[config.mk]
export PLATFORM = sky130hd
export DESIGN_NAME = clkgen_ctrl
export DESIGN_NICKNAME = d
export VERILOG_FILES = /design/src/rtl/clkgen_ctrl.sv
export SDC_FILE = /design/constraint.sdc
export NUM_CORES = 1
export LEC_CHECK = 0
export ABC_AREA = 1
export BUFFER_PORTS_ARGS = -buffer_cell sky130_fd_sc_hd__buf_2
export CORE_MARGIN = 8
export CORE_UTILIZATION = 50
export CTS_BUF_LIST = sky130_fd_sc_hd__clkbuf_16
export CTS_CLUSTER_DIAMETER = 100
export CTS_CLUSTER_SIZE = 25
export DETAILED_ROUTE_END_ITERATION = 12
export GPL_TIMING_DRIVEN = 1
export MAX_ROUTING_LAYER = met4
export PLACE_DENSITY = 0.8
export SLEW_MARGIN = 10
export SYNTH_ARGS = -nofsm -noshare
export SYNTH_HDL_FRONTEND = slang
export SYNTH_SLANG_ARGS = --single-unit
export TNS_END_PERCENT = 1
[constraint.sdc]
create_clock -name clk -period 2.8 [get_ports clk]
set_clock_uncertainty 0.1 [all_clocks]
set_input_delay 0 -clock clk [delete_from_list [all_inputs] [get_ports clk]]
set_output_delay 0 -clock clk [all_outputs]
set_load 0.02 [all_outputs]
[src/rtl/clkgen_ctrl.sv]
module clkgen_ctrl #(
  parameter int DW = 8,
  parameter int AW = 2
) (
  input  logic          clk,
  input  logic          rst_n,
  input  logic          osc_tick,
  input  logic          pll_tick,
  input  logic          pll_min_tick,
  input  logic          lock_in,
  input  logic          osc_fail,
  input  logic          wait_req,
  input  logic          wr_en,
  input  logic [AW-1:0] addr,
  input  logic [DW-1:0] wdata,
  output logic [DW-1:0] rdata,
  output logic          sys_ce,
  output logic          bus_ce,
  output logic          core_ce,
  output logic          irq,
  output logic          reset_req
);
  localparam logic [AW-1:0] A_CTRL = AW'(0);
  localparam logic [AW-1:0] A_WAIT = AW'(1);
  localparam logic [AW-1:0] A_FLAG = AW'(2);
  localparam logic [AW-1:0] A_IEN  = AW'(3);

  logic use_pll, auto_bw, mon_en, scm_en;
  logic pll_stop, sys_stop, core_stop;
  logic lock_flag, scm_flag, lock_ie, scm_ie;
  logic lock_s1, lock_s2, lock_q;
  logic fail_s1, fail_s2;
  logic scm, scm_q, in_wait, phase;
  logic src_tick, wait_entry, scm_hit;

  assign wait_entry = wait_req & ~in_wait;
  assign scm_hit    = mon_en & fail_s2 & scm_en;
  assign src_tick   = scm ? pll_min_tick : (use_pll ? pll_tick : osc_tick);
  assign sys_ce     = src_tick & ~(in_wait & sys_stop);
  assign bus_ce     = sys_ce & phase;
  assign core_ce    = sys_ce & ~(in_wait & core_stop);
  assign irq        = (lock_flag & lock_ie) | (scm_flag & scm_ie);
  assign reset_req  = mon_en & fail_s2 & ~scm_en & ~scm;

  always_comb begin
    rdata = '0;
    case (addr)
      A_CTRL:  rdata[3:0] = {scm_en, mon_en, auto_bw | pll_stop, use_pll};
      A_WAIT:  rdata[2:0] = {core_stop, sys_stop, pll_stop};
      A_FLAG:  begin rdata[5:4] = {scm, lock_s2}; rdata[1:0] = {scm_flag, lock_flag}; end
      default: rdata[1:0] = {scm_ie, lock_ie};
    endcase
  end

  always_ff @(posedge clk or negedge rst_n) begin
    if (!rst_n) begin
      {lock_s1, lock_s2, lock_q, fail_s1, fail_s2} <= '0;
      {scm, scm_q, in_wait, phase} <= '0;
    end else begin
      lock_s1 <= lock_in;
      lock_s2 <= lock_s1;
      lock_q  <= lock_s2;
      fail_s1 <= osc_fail;
      fail_s2 <= fail_s1;
      scm     <= scm | scm_hit;
      scm_q   <= scm;
      in_wait <= wait_req;
      if (sys_ce) phase <= ~phase;
    end
  end

  always_ff @(posedge clk or negedge rst_n) begin
    if (!rst_n) begin
      {use_pll, auto_bw, mon_en, scm_en} <= '0;
      {pll_stop, sys_stop, core_stop} <= '0;
      {lock_flag, scm_flag, lock_ie, scm_ie} <= '0;
    end else begin
      if (wr_en && addr == A_CTRL) {scm_en, mon_en, auto_bw, use_pll} <= wdata[3:0];
      if (wr_en && addr == A_WAIT) {core_stop, sys_stop, pll_stop} <= wdata[2:0];
      if (wr_en && addr == A_IEN)  {scm_ie, lock_ie} <= wdata[1:0];
      if (wr_en && addr == A_FLAG) begin
        if (wdata[0]) lock_flag <= 1'b0;
        if (wdata[1]) scm_flag  <= 1'b0;
      end
      if (lock_s2 != lock_q) lock_flag <= 1'b1;
      if (scm != scm_q)      scm_flag  <= 1'b1;
      if (wait_entry && pll_stop) begin
        use_pll <= 1'b0;
        auto_bw <= 1'b1;
      end
    end
  end

  assert_bus_half_rate_R2: assert property (@(posedge clk) disable iff (!rst_n)
    bus_ce |=> !bus_ce);
  assert_wait_drops_pll_R3: assert property (@(posedge clk) disable iff (!rst_n)
    (wait_req && !in_wait && pll_stop) |=> (!use_pll && auto_bw));
  assert_scm_sticky_R6: assert property (@(posedge clk) disable iff (!rst_n)
    scm |=> scm);
  assert_rst_needs_monitor_R8: assert property (@(posedge clk) disable iff (!rst_n)
    reset_req |-> mon_en);
  assert_lockflag_w1c_R9: assert property (@(posedge clk) disable iff (!rst_n)
    $fell(lock_flag) |-> $past(wr_en && addr == A_FLAG && wdata[0]));
  assert_scmflag_w1c_R9: assert property (@(posedge clk) disable iff (!rst_n)
    $fell(scm_flag) |-> $past(wr_en && addr == A_FLAG && wdata[1]));
endmodule

# Word level (Yosys, flattened, before mapping)
# Cells that the tools add are included.
classes:
  n_reduce_logical: 13
  mul: 0
  add_sub_neg: 0
  shift: 0
  div: 0
  n_bitwise: 21
  magnitude_cmp: 0
  n_mux: 16
  eq_ne: 5
op_table:
  columns: ["operator", "count"]
  rows:
  - ["two-way mux 1 bit", 13]
  - ["AND 1 bit", 12]
  - ["nonzero test 2 bit", 5]
  - ["NOT 1 bit", 6]
  - ["case mux 2 bit (3 select lines)", 1]
  - ["logical AND 1 bit", 5]
  - ["equality test 2 bit (second input constant)", 2]
  - ["AND reduction 2 bit", 2]
  - ["OR 1 bit", 3]
  - ["equality test 2 x 1 -> 1 bit (second input constant)", 1]
  - ["logical NOT 2 bit", 1]
  - ["two-way mux 2 bit", 1]
  - ["inequality test 1 bit", 2]
  - ["case mux 1 bit (2 select lines)", 1]
word_totals:
  ff_bits: 20
  output_inout_bits: 13
  n_memories: 0
  romBits: 0
  latch_bits: 0
  mem_bits_rw: 0

# Depth between registers and ports, before layout
# Gate-level depths: netlist (run 1).
depth:
  word_depth: 4
  depth_mapped: 6
  depth_no_buf: 6

# Least setup slack after synthesis (run 1)
# No wires, ideal clock.
synth_timing:
  path_kind: "register to output"
  start: "register scm"
  end: "output bus_ce"
  t_arrival_ps: 1005
  path_buffers: 0
  stages_incl_launch_ff: 6
  required_ps: 2700
  slack_ps: 1695
  cell_sequence: "dfrtp_1 > inv_2 > nor2_1 > nor2_1 > nand2_1 > nor2_1"
synth_between:
  elab_chain_len: 3
synth_lines:
  columns: ["element", "line_no", "text"]
  rows:
  - ["start: declaration", "33", "logic scm, scm_q, in_wait, phase;"]
  - ["start signal: assignment", "65", "scm <= scm | scm_hit;"]
  - ["two-way mux 1 bit", "38", "assign src_tick = scm ? pll_min_tick : (use_pll ? pll_tick : osc_tick);"]
  - ["AND 1 bit", "39", "assign sys_ce = src_tick & ~(in_wait & sys_stop);"]
  - ["AND 1 bit", "40", "assign bus_ce = sys_ce & phase;"]
  - ["end: declaration", "18", "output logic bus_ce,"]
# No other way between the ends.

# Worst setup path after layout (run 1)
layout_timing:
  start: "register scm"
  end: "output core_ce"
layout_between:
  elab_chain_len: 3
layout_lines:
  columns: ["element", "line_no", "text"]
  rows:
  - ["two-way mux 1 bit", "38", null]
  - ["AND 1 bit", "39", null]
  - ["AND 1 bit", "41", "assign core_ce = sys_ce & ~(in_wait & core_stop);"]
  - ["end: declaration", "19", "output logic core_ce,"]
# No other way between the ends.

==> results by group, run 1 <==
Setup path
  – Reg2reg path depth: 6
  – Worst-path maximum fanout: 4
  – R2R Setup Slk: 1.63 ns
  – Setup CP Type: reg2out
  – CP Launch Type: flop
  – WP data required: 2.70 ns
  – Crit end category: output port
  – CP arrival: between 1 and 1.5 ns

Yosys
  – Part of the Yosys area used for sequential elements: 0.547
  – Dominant cell type by area after synthesis: dfrtp_1
  – Top-area cell type share of the netlist area: 0.547
  – Most numerous cell in the Yosys netlist: nand2_1
  – Area share of xor/xnor cells in the synthesized design: 0.0192
  – Cells after Synth: 106
  – Avg Cell Area, Syn: 8.63 µm²
  – Yosys reg bits: 20
  – Simple-gate share of the synthesized area: 0.268
  – Yosys cell types: 22
  – Synth Flop Type: dfrtp_1
  – Top cells by count, synth: nand2_1 (29), dfrtp_1 (20), inv_1 (12)
  – Yosys warnings: 0
  – Adder-cell share of the synthesized area: 0
  – Top post-synthesis cells by area: dfrtp_1 (55%), nand2_1 (12%), inv_1 (4.9%), o21ai_1 (4.4%), nand3_1 (3.8%)
  – Number of synthesized flops with an enable pin: 0
  – Compound-gate portion of the synthesized area: 0.0739
  – Async set-reset flop share out of synthesis: 1.00
  – Area of the mapped netlist: 915 µm²
  – Combinational family with the most area after synthesis: simple AND/OR/NAND/NOR gates
  – Mux cell area share after synthesis: 0

STA
  – Post-layout min period: 1.51 ns
  – Fin. Hold Viols: 2
  – Tcrit/Tclk final: 0.539
  – Max-slew violations: 0
  – Fmax: 662 MHz
  – RSZ-0062 raised after global routing: false
  – Final setup TNS: 0 ns
  – Worst hold slack: -0.00268 ns
  – Endpoints failing setup: 0

Floorplan
  – Chip width: around 59 µm
  – I/O Pins: 32
  – Row cnt: 15
  – Initial core utilization: 0.530
  – Die ar.: 3450 µm²
  – Core area: 1730 µm²
  – Die H: a little under 60 µm

CTS
  – Post-CTS sizing: 0
  – H-tree lvl count: 1
  – CTS Root Cell: clkbuf_16
  – Clk slew on worst S/H paths: 0.05 ns
  – Clock sink count: 20
  – Post-CTS Setup Repair Bufs: 0
  – CTS Buf Count: 3
  – Clock buffer depth: 2
  – CTS tree: yes
  – Later-pin clock latency in the skew report: between 0.2 and 0.3 ns

Placed design
  – IO buf count: 25
  – DPL Wire Length: 1600 µm
  – Routability Congestion: 0.839

Pwr
  – Tot Pwr: approximately 0.84 mW
  – Maximum vdd ir drop: just under 500 µV
  – Leak: 0.640 nW
  – Pwr/cell area: 692 nW/µm²

Routing
  – Total Wirelength: about 2300 µm
  – Post-route antenna net violation count: 0
  – Per-cell routed wire length: approximately 13 µm
  – DR iter-0 viols: 30
  – Detailed-route via count: 836
  – DRT Pass-1 Iters: 5
  – Remaining DRCs: 0
  – Via density: 5.01

Cells and area
  – Multi-input logic area: about 340 µm²
  – Register area: 500 µm²
  – Share of layout cells above drive strength 1: 0.268
  – Nets@finish: around 160
  – Ant. Diodes: 0
  – Fillcell total: 136
  – Area Growth Syn to Fin: 33.2%

Global routing
  – Global route overflow: 0
  – Initial antenna violation count: 0
  – Largest net degree at the start of global routing: 21
  – Vias in the first global route: 849
  – GRT Total Usage: 0.142
  – First-pass GRT wire length: 3710 µm

Run status
  – Failing checks: negative hold slack
  – Outcome: finished with violations

Worst hold path
  – Hold Crit Class: in2reg
  – Worst Hold Depth: 3

Run
  – Max-Cap Viols: 0
==> worst paths after layout <==
check / startpoint / to
max: scm$_DFF_PN0_ / core_ce
min: wr_en / lock_ie$_DFFE_PN0P_
max reg2reg: scm$_DFF_PN0_ / phase$_DFFE_PN0P_
min reg2reg: lock_s1$_DFF_PN0_ / lock_s2$_DFF_PN0_
max in group asynchronous: rst_n / scm_ie$_DFFE_PN0P_
min in group asynchronous: rst_n / fail_s1$_DFF_PN0_
==> area by class of cell <==
class                           instances  area share
Timing Repair Buffer                   33       0.168
Clock buffer                            3      0.0616
Tap cell                               25      0.0257
Multi-Input combinational cell         69       0.277
Inverter                               16      0.0534
Sequential cell                        20       0.411
Clock inverter                          1     0.00308
==> cells by family after synthesis <==
| kind of cell | after synthesis |
|---|---|
| simple gates | 53 |
| flops | 20 |
| other cells | 1 |
| xor+xnor | 2 |
| compound gates | 12 |
| buf+inv | 18 |
==> stage by stage <==
stage	area (µm²)	cells	utilization	hold slack, ns	worst slack, ns
final	1220	167	0.706	-0.00268	1.29
after floorplan	918	107	-	-0.396	1.70
after CTS	1220	167	0.706	0.00284	1.34
after global placement	1060	155	0.614	-0.139	1.68
after global routing	1220	167	0.706	0.0127	1.21
after detailed placement	1060	155	0.614	-0.130	1.63
==> critical path: stages (launching register included) <==
cell and delay (ns):
dfrtp_1 0.43, inv_2 0.10, nor2_1 0.04, nor2_1 0.12
nand2_1 0.15, nor2_1 0.14, buf_2 0.19
==> layout by cell type (no fill, tap or decap), types with 2 or more instances in the layout <==
cell	synthesis	final
clkinv_1	1	2
xnor2_1	2	2
nand4_1	2	2
inv_1	12	12
dlygate4sd3_1	0	8
o21ai_1	8	8
nor2_2	2	2
buf_2	0	25
o21ai_0	2	2
nor2_1	7	7
clkbuf_16	0	3
conb_1	1	2
nand3_2	2	2
inv_2	2	2
nand2_1	29	29
nand3_1	7	7
dfrtp_1	20	20
==> metal layers <==
layer | global-route usage | part of all wire | up-vias
met4 | 0.0614 | 0.020 | 0
met2 | 0.251 | 0.53 | 35
met1 | 0.143 | 0.38 | 387
met3 | 0.0413 | 0.066 | 11
li1 | - | - | 403
met5 | - | 0 | -
==> where the power goes <==
part	total (mW)	internal (mW)	leakage, nW	switching [mW]
Sequential	0.367	0.334	0.231	0.0328
Clock	0.289	0.190	0.0385	0.0991
Combinational	0.188	0.0720	0.371	0.116
==> what timing repair did <==
action                                 4_1_cts  5_1_grt
hold buffers                                 8        0
endpoints found under the hold margin       32        0
setup endpoints to repair                    0        0
No activity file was read; power rests on OpenSTA's default activity.
==> run 2: changes to the inputs <==
--- a/config.mk
+++ b/config.mk
@@ -8,14 +8,14 @@
 export ABC_AREA = 1
 export BUFFER_PORTS_ARGS = -buffer_cell sky130_fd_sc_hd__buf_2
 export CORE_MARGIN = 8
-export CORE_UTILIZATION = 50
+export CORE_UTILIZATION = 43
 export CTS_BUF_LIST = sky130_fd_sc_hd__clkbuf_16
 export CTS_CLUSTER_DIAMETER = 100
 export CTS_CLUSTER_SIZE = 25
 export DETAILED_ROUTE_END_ITERATION = 12
 export GPL_TIMING_DRIVEN = 1
 export MAX_ROUTING_LAYER = met4
-export PLACE_DENSITY = 0.8
+export PLACE_DENSITY = 0.73
 export SLEW_MARGIN = 10
 export SYNTH_ARGS = -nofsm -noshare
 export SYNTH_HDL_FRONTEND = slang
==> constraint.sdc (replaced) <==
create_clock -name clk -period 1.25 [get_ports clk]
set_clock_uncertainty 0.1 [all_clocks]
set_input_delay 0 -clock clk [delete_from_list [all_inputs] [get_ports clk]]
set_output_delay 0 -clock clk [all_outputs]
set_load 0.02 [all_outputs]
==> results by group, run 2 (same netlist as run 1, synthesis figures left out) <==
Worst hold path
  – Hold Crit Class: in2reg (unchanged)
  – Worst Hold Depth: 3 (unchanged)

Routing
  – DR iter-0 viols: 34 (was 30)
  – Per-cell routed wire length: 13.1 µm (was 13.5 µm)
  – Detailed-route via count: 843 (was 836)
  – Remaining DRCs: 0 (unchanged)
  – Via density: 4.76 (was 5.01)
  – Post-route antenna net violation count: 0 (unchanged)
  – Total Wirelength: 2320 µm (was 2250 µm)
  – DRT Pass-1 Iters: 4 (was 5)

Global routing
  – Global route overflow: 0 (unchanged)
  – Initial antenna violation count: 0 (unchanged)
  – First-pass GRT wire length: 3790 µm (was 3710 µm)
  – Vias in the first global route: 866 (was 849)
  – GRT Total Usage: 0.122 (was 0.142)
  – Largest net degree at the start of global routing: 21 (unchanged)

Run
  – Max-Cap Viols: 0 (unchanged)

Cells and area
  – Leading cell types in the layout, fill and taps excluded: nand2_1 (28), buf_2 (21), dfrtp_1 (20) (was nand2_1 (29), buf_2 (25), dfrtp_1 (20))
  – Ant. Diodes: 0 (unchanged)
  – Nets@finish: 170 (was 162)
  – Share of layout cells above drive strength 1: 0.333 (was 0.268)
  – Most common cell after layout, fill and taps aside: nand2_1 (unchanged)
  – Area Growth Syn to Fin: 45.3% (was 33.2%)
  – Fillcell total: 162 (was 136)

Pwr
  – Internal power: 1.40 mW (was 0.596 mW)
  – Clk pwr share: 0.325 (was 0.343)
  – Tot Pwr: 1.98 mW (was 0.844 mW)
  – Maximum vdd ir drop: 958 µV (was 492 µV)
  – Comb power frac: 0.259 (was 0.223)
  – Sw frac: 0.291 (was 0.293)
  – Reg power frac: 0.417 (was 0.435)
  – Sw Pwr: 0.577 mW (was 0.248 mW)
  – Pwr/cell area: 1490 nW/µm² (was 692 nW/µm²)
  – Leak: 0.689 nW (was 0.640 nW)

STA
  – Worst hold slack: 0.0420 ns (was -0.00268 ns)
  – Tcrit/Tclk final: 1.06
  – Max-slew violations: 0 (unchanged)
  – Fin worst setup slack: -0.0811 ns (was 1.29 ns)
  – Fin. Hold Viols: 0 (was 2)
  – Final setup TNS: -0.205 ns (was 0 ns)
  – Fmax: about 750 MHz
  – Post-layout min period: around 1.3 ns
  – RSZ-0062 raised after global routing: true (was false)
  – Endpoints failing setup: 3 (was 0)

Floorplan
  – Row cnt: 16 (was 15)
  – Initial core utilization: 0.461 (was 0.530)
  – I/O Pins: 32 (unchanged)
  – Core area: 1980 µm² (was 1730 µm²)
  – Die H: 62.1 µm (was 58.8 µm)
  – Die ar.: 3860 µm² (was 3450 µm²)
  – Chip width: 62.1 µm (was 58.8 µm)

CTS
  – Clk slew on worst S/H paths: 0.05 ns (about the same)
  – CTS Root Cell: clkbuf_16 (unchanged)
  – CTS tree: yes (unchanged)
  – CTS Buf Count: 3 (unchanged)
  – H-tree lvl count: 1 (unchanged)
  – Clock sink count: 20 (unchanged)
  – Clock buffer depth: 2 (unchanged)
  – Later-pin clock latency in the skew report: 0.25 ns (about the same)

Run status
  – Outcome: finished with violations (unchanged)
  – Failing checks: negative setup slack (was negative hold slack)

Placed design
  – Worst slack, placed: 0.119 ns (was 1.63 ns)
  – IO buf count: 25 (unchanged)
  – DPL Wire Length: 1520 µm (was 1600 µm)
  – Routability Congestion: 0.790 (was 0.839)

Setup path
  – CP Launch Type: flop (unchanged)
  – Setup CP Type: reg2out (unchanged)
  – CP endpoint: bus_ce (was core_ce)
  – R2R Setup Slk: 0.07 ns (was 1.63 ns)
  – Crit end category: output port (unchanged)
  – R2r endpoint: phase$_DFFE_PN0P_ (unchanged)
  – CP Launch Point: use_pll$_DFFE_PN0P_ (was scm$_DFF_PN0_)
  – Worst-path maximum fanout: 4 (unchanged)
  – Worst reg2reg startpoint: scm$_DFF_PN0_ (unchanged)
  – WP data required: 1.15 ns (was 2.70 ns)
  – CP arrival: 1.23 ns (was 1.41 ns)
  – Reg2reg path depth: 7 (was 6)
## run 2: repair_timing
item,CTS,global route
endpoints found under the setup margin,3,5
hold buffers,9,0
setup buffers,4,3
pin swaps,2,2
resized for setup,4,10
endpoints found under the hold margin,32,0
## run 2: power by group through the flow
stage	Clock, mW	Combinational [mW]	Sequential [mW]
after floorplan	0	0.269	0.811
after global placement	0	0.384	0.827
after detailed placement	0	0.391	0.832
after CTS	0.652	0.463	0.819
after global routing	0.680	0.569	0.835
final	0.643	0.513	0.825
## run 2: worst min-delay path by stage
stage	start	end
6_report	addr[0]	sys_stop$_DFFE_PN0P_
5_1_grt	addr[0]	sys_stop$_DFFE_PN0P_
4_1_cts	osc_tick	phase$_DFFE_PN0P_
3_5_place_dp	rst_n	fail_s1$_DFF_PN0_
3_3_place_gp	rst_n	phase$_DFFE_PN0P_
2_1_floorplan	rst_n	auto_bw$_DFFE_PN0P_
## run 2: critical path: stages, from the launching register on
cell	delay [ns]
dfrtp_1	0.41
inv_1	0.07
nand2_1	0.08
nand3_2	0.09
nand2_2	0.09
nor2_2	0.12
buf_6	0.12
## run 2: layer usage
layer	global-route usage	part of all wire
met3	0.0448	0.065
met1	0.135	0.43
met2	0.191	0.49
met4	0.0554	0.013
met5	-	0
## run 2: area by class of cell
| cell class | count | area, µm² | area share |
|---|---|---|---|
| inverters | 16 | 65.1 | 0.0490 |
| flip-flops and latches | 20 | 500 | 0.377 |
| repair buffers | 41 | 289 | 0.218 |
| clock inverters | 1 | 3.75 | 0.00282 |
| multi-input cells | 69 | 362 | 0.272 |
| well taps | 27 | 33.8 | 0.0254 |
| clock buffers | 3 | 75.1 | 0.0565 |
## run 2: metrics by stage
| step | instance area [µm²] | cells | utilization |
|---|---|---|---|
| 4_1_cts | 1270 | 174 | 0.642 |
| 5_1_grt | 1330 | 177 | 0.670 |
| 3_5_place_dp | 1060 | 157 | 0.536 |
| 2_1_floorplan | 918 | 107 | - |
| 6_report | 1330 | 177 | 0.670 |
| 3_3_place_gp | 1060 | 157 | 0.536 |
==> run 3: changes to the inputs <==
--- a/config.mk
+++ b/config.mk
@@ -16,6 +16,7 @@
 export GPL_TIMING_DRIVEN = 1
 export MAX_ROUTING_LAYER = met4
 export PLACE_DENSITY = 0.73
+export SETUP_SLACK_MARGIN = 0.4
 export SLEW_MARGIN = 10
 export SYNTH_ARGS = -nofsm -noshare
 export SYNTH_HDL_FRONTEND = slang
==> results by group, run 3 (same netlist as run 1, synthesis figures left out) <==
Run status
  – Outcome: finished with violations (unchanged)
  – Failing checks: negative setup slack (unchanged)

CTS
  – Clock sink count: 20 (unchanged)
  – Clk slew on worst S/H paths: 0.05 ns (about the same)
  – CTS Root Cell: clkbuf_16 (unchanged)
  – Later-pin clock latency in the skew report: 0.24 ns (was 0.25 ns)
  – H-tree lvl count: 1 (unchanged)
  – CTS Buf Count: 3 (unchanged)
  – Clock buffer depth: 2 (unchanged)
  – CTS tree: yes (unchanged)

Routing
  – Per-cell routed wire length: 14.9 µm (was 13.1 µm)
  – Detailed-route via count: 874 (was 843)
  – Total Wirelength: 2690 µm (was 2320 µm)
  – DR iter-0 viols: 23 (was 34)
  – Remaining DRCs: 0 (unchanged)
  – Post-route antenna net violation count: 0 (unchanged)
  – Via density: 4.86 (was 4.76)
  – DRT Pass-1 Iters: 4 (unchanged)

Run
  – Max-Cap Viols: 0 (unchanged)

Worst hold path
  – Hold Crit Class: in2reg (unchanged)
  – Hold Path End: scm_ie$_DFFE_PN0P_ (was sys_stop$_DFFE_PN0P_)
  – Hold path startpoint: wr_en (was addr[0])
  – Worst Hold Depth: 3 (unchanged)

Global routing
  – Global route overflow: 0 (unchanged)
  – Initial antenna violation count: 0 (unchanged)
  – First-pass GRT wire length: 4140 µm (was 3790 µm)
  – GRT Total Usage: 0.133 (was 0.122)
  – Vias in the first global route: 901 (was 866)
  – Largest net degree at the start of global routing: 21 (unchanged)

Setup path
  – WP data required: 1.15 ns (about the same)
  – CP Launch Type: flop (unchanged)
  – Worst-path maximum fanout: 4 (unchanged)
  – CP arrival: 1.24 ns (was 1.23 ns)
  – Worst reg2reg startpoint: scm$_DFF_PN0_ (unchanged)
  – Reg2reg path depth: 8 (was 7)
  – Crit end category: output port (unchanged)
  – R2r endpoint: phase$_DFFE_PN0P_ (unchanged)
  – Setup CP Type: reg2out (unchanged)
  – R2R Setup Slk: -0.07 ns (was 0.07 ns)

Floorplan
  – Chip width: 62.1 µm (unchanged)
  – Initial core utilization: 0.461 (unchanged)
  – Core area: 1980 µm² (unchanged)
  – Row cnt: 16 (unchanged)
  – Die H: 62.1 µm (unchanged)
  – I/O Pins: 32 (unchanged)
  – Die ar.: 3860 µm² (unchanged)

Cells and area
  – Fillcell total: 142 (was 162)
  – Leading cell types in the layout, fill and taps excluded: nand2_1 (24), dfrtp_1 (20), buf_2 (15) (was nand2_1 (28), buf_2 (21), dfrtp_1 (20))
  – Ant. Diodes: 0 (unchanged)
  – Most common cell after layout, fill and taps aside: nand2_1 (unchanged)
  – Share of layout cells above drive strength 1: 0.458 (was 0.333)
  – Area Growth Syn to Fin: 59.1% (was 45.3%)
  – Nets@finish: 174 (was 170)

Pwr
  – Maximum vdd ir drop: 1240 µV (was 958 µV)
  – Leak: 0.725 nW (was 0.689 nW)
  – Pwr/cell area: 1460 nW/µm² (was 1490 nW/µm²)

STA
  – Max-slew violations: 0 (unchanged)
  – Tcrit/Tclk final: 1.07 (was 1.06)
  – Post-layout min period: 1.34 ns (was 1.33 ns)
  – Final setup TNS: -0.316 ns (was -0.205 ns)
  – Worst hold slack: 0.00232 ns (was 0.0420 ns)
  – Fin worst setup slack: -0.0917 ns (was -0.0811 ns)
  – Endpoints failing setup: 5 (was 3)
  – Fin. Hold Viols: 0 (unchanged)
  – Fmax: 745 MHz (was 751 MHz)
  – RSZ-0062 raised after global routing: true (unchanged)

Placed design
  – DPL Wire Length: 1550 µm (was 1520 µm)
  – Routability Congestion: 0.835 (was 0.790)
  – IO buf count: 25 (unchanged)
==> run 3: changes by cell type in the layout (fill, tap and decap cells not counted), sizes merged <==
cell         change
dlygate4sd3      -2
buf              +6
clkinv           -1
==> run 3: cell type report <==
| class | count | area [µm²] | area share |
|---|---|---|---|
| Sequential cell | 20 | 500 | 0.344 |
| Multi-Input combinational cell | 69 | 425 | 0.292 |
| Timing Repair Buffer | 45 | 355 | 0.244 |
| Clock buffer | 3 | 75.1 | 0.0516 |
| Inverter | 16 | 65.1 | 0.0447 |
| Tap cell | 27 | 33.8 | 0.0232 |
==> run 3: worst max-delay path by stage <==
stage                        start           endpoint  slack (ns)  depth (start not counted)
2_1_floorplan        scm$_DFF_PN0_  phase$_DFFE_PN0P_        0.20                          6
3_3_place_gp         scm$_DFF_PN0_             bus_ce        0.11                          6
3_5_place_dp         scm$_DFF_PN0_             bus_ce        0.08                          6
4_1_cts              scm$_DFF_PN0_             bus_ce        -0.1                          6
5_1_grt        use_pll$_DFFE_PN0P_            core_ce       -0.13                          6
6_report             scm$_DFF_PN0_             sys_ce       -0.09                          6
==> run 3: timing repair <==
| action | in CTS | in global routing |
|---|---|---|
| hold endpoints to repair | 32 | 0 |
| setup endpoints to repair | 16 | 20 |
| resized for setup | 28 | 19 |
| hold buffers | 8 | 0 |
| pin swaps | 19 | 14 |
| setup buffers | 7 | 5 |
==> run 3: power by group <==
| group | total (mW) | internal (mW) | switching, mW |
|---|---|---|---|
| clock | 0.628 | 0.421 | 0.208 |
| sequential | 0.831 | 0.749 | 0.0820 |
| combinational | 0.669 | 0.317 | 0.353 |
| total | 2.13 | 1.49 | 0.642 |
==> run 3: worst max-delay path, stage by stage (launching register included) <==
cell	delay, ns
dfrtp_1	0.39
inv_2	0.08
buf_4	0.13
nand3_4	0.09
nand2_4	0.13
inv_2	0.05
buf_6	0.12
==> run 3: through the flow <==
stage          setup WS (ns)   util  std cells  total power, mW  area, µm²
4_1_cts              -0.0965  0.686        175             2.03       1360
3_3_place_gp           0.112  0.539        157             1.22       1070
2_1_floorplan          0.201      -        107             1.09        923
3_5_place_dp          0.0827  0.539        157             1.24       1070
6_report             -0.0917  0.734        180             2.13       1460
5_1_grt               -0.129  0.734        180             2.22       1460
==> run 3: per-layer routing <==
metal  part of all wire  routed length [µm]  vias to the layer above  GRT usage
met1               0.40                1080                      411      0.145
met2               0.53                1430                       34      0.220
met5                  0                   0                        -          -
met3              0.058                 156                        6     0.0376
li1                   -                   -                      423          -
met4              0.010                  28                        0     0.0612
